`config.mk`:
```
export PLATFORM = sky130hd
export DESIGN_NAME = sarConvTop
export DESIGN_NICKNAME = d
export VERILOG_FILES = /design/src/rtl/sarPkg.sv /design/src/rtl/sarCtrlFsm.sv /design/src/rtl/sarDatapath.sv /design/src/rtl/sarConvTop.sv
export SDC_FILE = /design/constraint.sdc
export NUM_CORES = 1
export LEC_CHECK = 0
export ABC_AREA = 1
export BUFFER_PORTS_ARGS = -buffer_cell sky130_fd_sc_hd__buf_2
export CAP_MARGIN = 0
export CORE_MARGIN = 2
export CORE_UTILIZATION = 50
export CTS_BUF_LIST = sky130_fd_sc_hd__clkbuf_4 sky130_fd_sc_hd__clkbuf_8
export DETAILED_ROUTE_END_ITERATION = 10
export PLACE_DENSITY_LB_ADDON = 0.1
export SYNTH_ARGS = -nofsm -noshare
export SYNTH_HDL_FRONTEND = slang
export SYNTH_SLANG_ARGS = --single-unit
```
`constraint.sdc`:
```
create_clock -name clk -period 1.1 [get_ports clk]
set_input_delay 0.055 -clock clk [delete_from_list [all_inputs] [get_ports clk]]
set_output_delay 0.055 -clock clk [all_outputs]
set_load 0.01 [all_outputs]
```
`src/rtl/sarPkg.sv`:
```
package sarPkg;
  typedef enum logic {
    ST_IDLE = 1'b0,
    ST_CONV = 1'b1
  } sarState_e;

  typedef struct packed {
    logic loadFirst;
    logic trialStep;
    logic commit;
  } sarStrobe_t;
endpackage

```
`src/rtl/sarCtrlFsm.sv`:
```
module sarCtrlFsm
  import sarPkg::*;
#(
  parameter int WIDTH = 8
) (
  input  logic       clk,
  input  logic       rst,
  input  logic       start,
  output sarStrobe_t strobe,
  output logic       busy,
  output logic       done
);
  localparam int CNT_W = (WIDTH > 1) ? $clog2(WIDTH) : 1;
  localparam logic [CNT_W-1:0] LAST_STEP = CNT_W'(WIDTH - 1);

  sarState_e state, stateNext;
  logic [CNT_W-1:0] stepCnt;
  logic lastStep;

  assign lastStep = (stepCnt == LAST_STEP);

  always_comb begin
    stateNext = state;
    strobe = '0;
    unique case (state)
      ST_IDLE: begin
        if (start) begin
          strobe.loadFirst = 1'b1;
          stateNext = ST_CONV;
        end
      end
      ST_CONV: begin
        strobe.trialStep = 1'b1;
        if (lastStep) begin
          strobe.commit = 1'b1;
          stateNext = ST_IDLE;
        end
      end
      default: stateNext = ST_IDLE;
    endcase
  end

  always_ff @(posedge clk) begin
    if (rst) begin
      state <= ST_IDLE;
      stepCnt <= '0;
      done <= 1'b0;
    end else begin
      state <= stateNext;
      done <= strobe.commit;
      if (strobe.loadFirst) stepCnt <= '0;
      else if (strobe.trialStep) stepCnt <= stepCnt + 1'b1;
    end
  end

  assign busy = (state == ST_CONV);
endmodule

```
`src/rtl/sarDatapath.sv`:
```
module sarDatapath
  import sarPkg::*;
#(
  parameter int WIDTH = 8
) (
  input  logic             clk,
  input  logic             rst,
  input  sarStrobe_t       strobe,
  input  logic             compHigh,
  output logic [WIDTH-1:0] dacCode,
  output logic [WIDTH-1:0] result
);
  localparam logic [WIDTH-1:0] TOP_ONE = {1'b1, {(WIDTH-1){1'b0}}};

  logic [WIDTH-1:0] trialReg;
  logic [WIDTH-1:0] probeMask;
  logic [WIDTH-1:0] decided;

  assign decided = compHigh ? (trialReg & ~probeMask) : trialReg;

  always_ff @(posedge clk) begin
    if (rst) begin
      trialReg <= '0;
      probeMask <= '0;
      result <= '0;
    end else begin
      if (strobe.loadFirst) begin
        trialReg <= TOP_ONE;
        probeMask <= TOP_ONE;
      end else if (strobe.trialStep) begin
        trialReg <= decided | (probeMask >> 1);
        probeMask <= probeMask >> 1;
      end
      if (strobe.commit) result <= decided;
    end
  end

  assign dacCode = trialReg;
endmodule

```
`src/rtl/sarConvTop.sv`:
```
module sarConvTop
  import sarPkg::*;
#(
  parameter int WIDTH = 8
) (
  input  logic             clk,
  input  logic             rst,
  input  logic             start,
  input  logic             compHigh,
  output logic [WIDTH-1:0] dacCode,
  output logic [WIDTH-1:0] result,
  output logic             done,
  output logic             busy
);
  sarStrobe_t strobe;

  sarCtrlFsm #(.WIDTH(WIDTH)) ctrl_i (
    .clk(clk), .rst(rst), .start(start),
    .strobe(strobe), .busy(busy), .done(done)
  );

  sarDatapath #(.WIDTH(WIDTH)) data_i (
    .clk(clk), .rst(rst), .strobe(strobe), .compHigh(compHigh),
    .dacCode(dacCode), .result(result)
  );
endmodule

```
# Word-level counts from Yosys, hierarchy flattened
# Cells that the tools add are included.
# word_totals
regBits	29
input_bits	4
elab_cells	27
# op_classes
n_addsub	1
n_eq_ne	1
muxes	11
n_bitwise	4
reduce_logical	2
# ops
operator	count
$mux W8	5
$and A8 B8 Y8	1
$not A8 Y8	1
$or A8 B7 Y8	1
$mux W1	4
$add A3 B1 Y3 const B	1
$eq A3 B3 Y1 const B	1
$mux W2	1
$pmux W1 S2	1
$reduce_bool A2 Y1	1
$reduce_or A2 Y1	1
$not A1 Y1	1

# Logic depth before layout (Yosys ltp)
# depth
ltp_word	6
ltp_mapped	6

# By module
# A second synthesis with hierarchy kept.
# hier_totals
cells_unflattened	175
area_unflattened_um2	1233.7
# modules_own_cells
mod	n_inst	cells_per_inst	area_per_inst_um2	seq_area_each_um2
sarDatapath	1	139	974.7	480.5
sarCtrlFsm	1	36	259.0	100.1

# Worst setup path after synthesis
# No wires, ideal clock.
# synth_path
path_type	register to register
from	register ctrl_i.stepCnt[0]
to	register data_i.result[0]
setup_time_ns	0.113
arrival_ns	1.004
path_slack_ns	-0.017
stages_incl_launch_ff	7
period_less_slack_ns	1.117
cell_sequence	dfxtp_1 -> ha_1 -> ha_1 -> nand2_2 -> nor2_8 -> nand2_1 -> nand2_1
# synth_between
elab_chain_cells	3
# synth_rtl
element	line_no	rtl
start: declaration	sarCtrlFsm.sv:17	logic [CNT_W-1:0] stepCnt;
start signal: assignment	sarCtrlFsm.sv:52	else if (strobe.trialStep) stepCnt <= stepCnt + 1'b1;
$eq A3 B3 Y1	sarCtrlFsm.sv:20	assign lastStep = (stepCnt == LAST_STEP);
$mux W1	sarCtrlFsm.sv:34	if (lastStep) begin
$mux W2	sarCtrlFsm.sv:25	unique case (state)
end signal: assignment	sarDatapath.sv:34	if (strobe.commit) result <= decided;
end: declaration	sarDatapath.sv:11	output logic [WIDTH-1:0] result
# No other way between the ends.
# A chain may end at the register's enable or synchronous reset.

# Worst setup path after layout
# layout_path
from	register ctrl_i.stepCnt[0]
to	register data_i.result[4]
# Same word-level chain as after synthesis.

==> impl_results.html <==
<table>
<tr><th>Metric</th><th>Value</th></tr>
<tr><th colspan="2">Clock tree</th></tr>
<tr><td>CTS root buffer</td><td>sky130_fd_sc_hd__clkbuf_4</td></tr>
<tr><td>Clock buffer count from CTS</td><td>5</td></tr>
<tr><td>Worst skew pair latency</td><td>0.31 ns</td></tr>
<tr><td>Clock slew at the register clock pins of the worst setup and hold paths</td><td>~0.090 ns</td></tr>
<tr><td>TritonCTS sink count</td><td>29</td></tr>
<tr><td>Htree depth</td><td>2</td></tr>
<tr><td>TritonCTS clock tree</td><td>yes</td></tr>
<tr><td>Largest buffer count on any clock path</td><td>2</td></tr>
<tr><th colspan="2">Finish</th></tr>
<tr><td>Post-layout net count</td><td>between 150 and 200</td></tr>
<tr><td>Layout overhead on the synthesized area</td><td>25.92%</td></tr>
<tr><td>Fin util</td><td>approximately 65%</td></tr>
<tr><td>N_diodes</td><td>0</td></tr>
<tr><td>Fraction of layout instances using a drive strength above 1</td><td>between 20% and 30%</td></tr>
<tr><th colspan="2">Route</th></tr>
<tr><td>Post-detailed-route wirelength per cell</td><td>~12 µm</td></tr>
<tr><td>Remaining DRCs</td><td>0</td></tr>
<tr><td>Total Routed Length</td><td>around 2400 µm</td></tr>
<tr><td>First-pass DRT Iterations</td><td>4</td></tr>
<tr><td>Iteration-0 DRC Markers</td><td>26</td></tr>
<tr><td>Routed vias</td><td>1004</td></tr>
<tr><td>Vias per cell</td><td>around 4.9</td></tr>
<tr><td>Final ANT Viol Nets</td><td>0</td></tr>
<tr><th colspan="2">Placement</th></tr>
<tr><td>DPL Wire Length</td><td>1577 µm</td></tr>
<tr><td>Pre-CTS worst setup slack</td><td>-0.05316 ns</td></tr>
<tr><td>GPL Wtd Cong</td><td>0.7573</td></tr>
<tr><td>Quantity of I/O buffers inserted on ports</td><td>21</td></tr>
<tr><th colspan="2">Power and ir drop</th></tr>
<tr><td>Switching share of power</td><td>around 23%</td></tr>
<tr><td>Cell Int Power</td><td>around 1.4 mW</td></tr>
<tr><td>Switching power</td><td>roughly 0.44 mW</td></tr>
<tr><td>Worst voltage drop across the vdd grid</td><td>roughly 0.86 mV</td></tr>
<tr><td>Logic gate share of total power</td><td>just under 8%</td></tr>
<tr><td>Power per Cell Area</td><td>about 1300 mW/mm²</td></tr>
<tr><td>Power share of the sequential group</td><td>57.3%</td></tr>
<tr><td>Clock power frac</td><td>34.9%</td></tr>
<tr><td>Leakage component of the power</td><td>0.6692 nW</td></tr>
<tr><th colspan="2">Synth</th></tr>
<tr><td>Synth area leader</td><td>sky130_fd_sc_hd__dfxtp_1</td></tr>
<tr><td>Flip-flop and latch count after synthesis</td><td>29</td></tr>
<tr><td>Average size of a mapped cell</td><td>7.618 µm²</td></tr>
<tr><td>Top-area cell type share of the netlist area</td><td>between 50% and 60%</td></tr>
<tr><td>Sequential share of the synthesized area</td><td>around half</td></tr>
<tr><td>Top post-synthesis cells by area</td><td>sky130_fd_sc_hd__dfxtp_1 52%, sky130_fd_sc_hd__nand2_1 17%, sky130_fd_sc_hd__a21oi_1 8.0%</td></tr>
<tr><td>Synthesized Nets</td><td>about 150</td></tr>
<tr><td>Post-Syn Instances</td><td>between 100 and 150</td></tr>
<tr><td>Number of library cell types mapped by synthesis</td><td>17</td></tr>
<tr><td>Mapped cell area</td><td>roughly 0.0011 mm²</td></tr>
<tr><td>Number of warnings issued by yosys</td><td>0</td></tr>
<tr><th colspan="2">Timing</th></tr>
<tr><td>Worst Hold Margin</td><td>0.03565 ns</td></tr>
<tr><td>Headroom to the max-slew limit</td><td>around four fifths</td></tr>
<tr><td>Final setup margin</td><td>0.04093 ns</td></tr>
<tr><td>Clock skew</td><td>approximately 0.0053 ns</td></tr>
<tr><td>Setup-violating endpoint count in the final report</td><td>0</td></tr>
<tr><td>RSZ-0062 raised after global routing</td><td>no</td></tr>
<tr><td>Clock period minus final worst setup slack</td><td>between 1 and 1.5 ns</td></tr>
<tr><td>Peak Freq</td><td>0.9442 GHz</td></tr>
<tr><td>Final total negative setup slack</td><td>0 ns</td></tr>
<tr><td>Count of endpoints failing hold in the final timing report</td><td>0</td></tr>
<tr><td>Total count of max-transition violations in the final report</td><td>0</td></tr>
<tr><td>Period Utilization, post-route</td><td>96.28%</td></tr>
<tr><td>Slew @ Worst Pin</td><td>between 0.2 and 0.3 ns</td></tr>
<tr><th colspan="2">GRT</th></tr>
<tr><td>Pin count of the biggest net entering global routing</td><td>19</td></tr>
<tr><td>Global-route wire length before repair</td><td>between 3000 and 4000 µm</td></tr>
<tr><td>Number of global-route vias before repair</td><td>~900</td></tr>
<tr><td>Total global routing overflow</td><td>0</td></tr>
<tr><td>Initial antenna violation count</td><td>0</td></tr>
<tr><td>Total track usage</td><td>a little over a fifth</td></tr>
<tr><th colspan="2">Job</th></tr>
<tr><td>Max capacitance violation total</td><td>0</td></tr>
<tr><th colspan="2">Worst setup path</th></tr>
<tr><td>Critical-path cell with the highest stage delay</td><td>sky130_fd_sc_hd__dfxtp_2</td></tr>
<tr><td>Endpoint type of the worst setup path</td><td>flip-flop</td></tr>
<tr><td>Depth of the most critical reg-to-reg path</td><td>6</td></tr>
<tr><td>Critical Path RT</td><td>1.36 ns</td></tr>
<tr><td>Worst setup path class</td><td>flip-flop to flip-flop</td></tr>
<tr><td>Reg-to-reg critical path startpoint</td><td>ctrl_i.stepCnt[0]$_SDFFE_PP0P_</td></tr>
<tr><td>Data arrival time of the worst path</td><td>roughly 1.3 ns</td></tr>
<tr><td>Worst stage delay on the critical path</td><td>between 0.3 and 0.4 ns</td></tr>
<tr><td>Worst-case register-to-register setup slack</td><td>roughly 0.04 ns</td></tr>
<tr><td>Critical path fanouts, max</td><td>6</td></tr>
<tr><td>Kind of start point of the critical path</td><td>flip-flop</td></tr>
<tr><td>Critical path, cell by cell</td><td>ha_4 -&gt; ha_4 -&gt; nand2_8 -&gt; nor2_8 -&gt; nand2_1 -&gt; nand2_1</td></tr>
<tr><td>R2R Path End</td><td>data_i.result[4]$_SDFFE_PP0P_</td></tr>
<tr><th colspan="2">Floorplan</th></tr>
<tr><td>Die Footprint</td><td>0.002634 mm²</td></tr>
<tr><td>Number of cell rows</td><td>17</td></tr>
<tr><td>Core Area</td><td>approximately 0.0022 mm²</td></tr>
<tr><td>Boundary Pins</td><td>22</td></tr>
<tr><td>Die Height</td><td>between 50 and 60 µm</td></tr>
<tr><td>Initial cell density of the core</td><td>approximately 52%</td></tr>
<tr><td>Width of the chip</td><td>about 51 µm</td></tr>
<tr><th colspan="2">Hold path</th></tr>
<tr><td>Depth of the worst hold-timing path</td><td>2</td></tr>
<tr><td>Type of the most critical hold path</td><td>input pin to flip-flop</td></tr>
<tr><td>Source of the worst hold timing path</td><td>rst</td></tr>
<tr><td>Terminating pin of the worst hold path</td><td>ctrl_i.done$_SDFF_PP0_</td></tr>
<tr><th colspan="2">Run status</th></tr>
<tr><td>Status</td><td>completed</td></tr>
</table>
[logic make-up after synthesis]
family / after synthesis / share of synthesized area (%)
xor+xnor: 1 / 0.7823
buf+inv: 16 / 6.814
flops: 29 / 51.84
simple gates: 79 / 29.05
fa+ha+maj: 2 / 2.234
compound gates: 20 / 9.274
[cells in the mapped netlist]
cell,instances
sky130_fd_sc_hd__buf_6,1
sky130_fd_sc_hd__buf_2,1
sky130_fd_sc_hd__o21ai_2,1
sky130_fd_sc_hd__nand3_1,8
sky130_fd_sc_hd__o21ai_0,1
sky130_fd_sc_hd__a21oi_1,18
sky130_fd_sc_hd__inv_1,9
sky130_fd_sc_hd__nand2_1,51
sky130_fd_sc_hd__ha_1,2
sky130_fd_sc_hd__dfxtp_1,29
sky130_fd_sc_hd__nand2_2,1
sky130_fd_sc_hd__nor2_1,18
sky130_fd_sc_hd__xnor2_1,1
sky130_fd_sc_hd__clkbuf_1,1
sky130_fd_sc_hd__nor2_8,1
sky130_fd_sc_hd__buf_4,2
sky130_fd_sc_hd__inv_2,2
[per-stage QoR]
step | instances | power (mW) | area (µm²)
detailed placement | 196 | 1.239 | 1280
global route | 206 | 1.985 | 1410
CTS | 206 | 1.901 | 1394
floorplan | 147 | 1.188 | 1125
global placement | 196 | 1.237 | 1280
finish | 206 | 1.888 | 1410
[flip-flops by register name, summed over array words and instances (netlist names)]
register	cells
ctrl_i.busy	1
ctrl_i.done	1
ctrl_i.stepCnt	3
data_i.dacCode	8
data_i.probeMask	8
data_i.result	8
[how the worst max path moves through the flow]
stage                                         from  cells past startpoint                            end  slack (ns)
finish              ctrl_i.stepCnt[0]$_SDFFE_PP0P_                      6  data_i.result[4]$_SDFFE_PP0P_        0.04
global route        ctrl_i.stepCnt[0]$_SDFFE_PP0P_                      5         ctrl_i.busy$_SDFF_PP0_       0.002
CTS                 ctrl_i.stepCnt[0]$_SDFFE_PP0P_                      6  data_i.result[4]$_SDFFE_PP0P_      0.0005
detailed placement  ctrl_i.stepCnt[0]$_SDFFE_PP0P_                      6  data_i.result[4]$_SDFFE_PP0P_       -0.05
global placement    ctrl_i.stepCnt[0]$_SDFFE_PP0P_                      6  data_i.result[4]$_SDFFE_PP0P_       -0.02
floorplan           ctrl_i.stepCnt[0]$_SDFFE_PP0P_                      6  data_i.result[0]$_SDFFE_PP0P_        0.02
[layout by cell type, fill, tap and decap left out, drive strengths merged]
master       count
nand2           53
a21oi           18
dlygate4sd3      1
inv             11
xnor2            1
clkbuf           7
o21ai            2
ha               2
dfxtp           29
buf             26
nor2            20
nand3            8
[critical path: cells and delay by family, from the launching register on]
kind | cells | cell delay, ns
AND/OR/NAND/NOR | 4 | 0.35
flip-flops | 1 | 0.36
adder cells (fa/ha/maj) | 2 | 0.30
[repair_timing]
action / 4_1_cts / 5_1_grt
hold buffers: 1 / 0
resized for setup: 7 / 3
endpoints found under the hold margin: 1 / 0
pin swaps: 2 / 1
buffers inserted: 0 / 0
gates cloned: 2 / 0
setup endpoints to repair: 10 / 10
[power groups by stage]
stage               combinational (mW)  clock, mW  sequential (mW)
floorplan                       0.0793          0             1.11
global placement                 0.133          0             1.10
detailed placement               0.134          0             1.10
CTS                              0.143      0.678             1.08
global route                     0.163      0.736             1.08
finish                           0.146      0.659             1.08
[area by class of cell]
cell class	instances	area, µm²
clock buffers	7	58.81
fillers	211	759.5
inverters	11	41.29
multi-input cells	104	519.2
flip-flops and latches	29	586.8
well taps	28	35.03
repair buffers	27	168.9
[routing by layer]
layer | track usage (%) | up-vias | routed length [µm]
met5 | 0 | - | 0
met4 | 9.211 | 0 | 34
met3 | 7.895 | 4 | 97
met2 | 32.68 | 21 | 1155
met1 | 26.52 | 454 | 1128
li1 | - | 525 | -
Note: power is estimated with default switching activity, not from simulation.
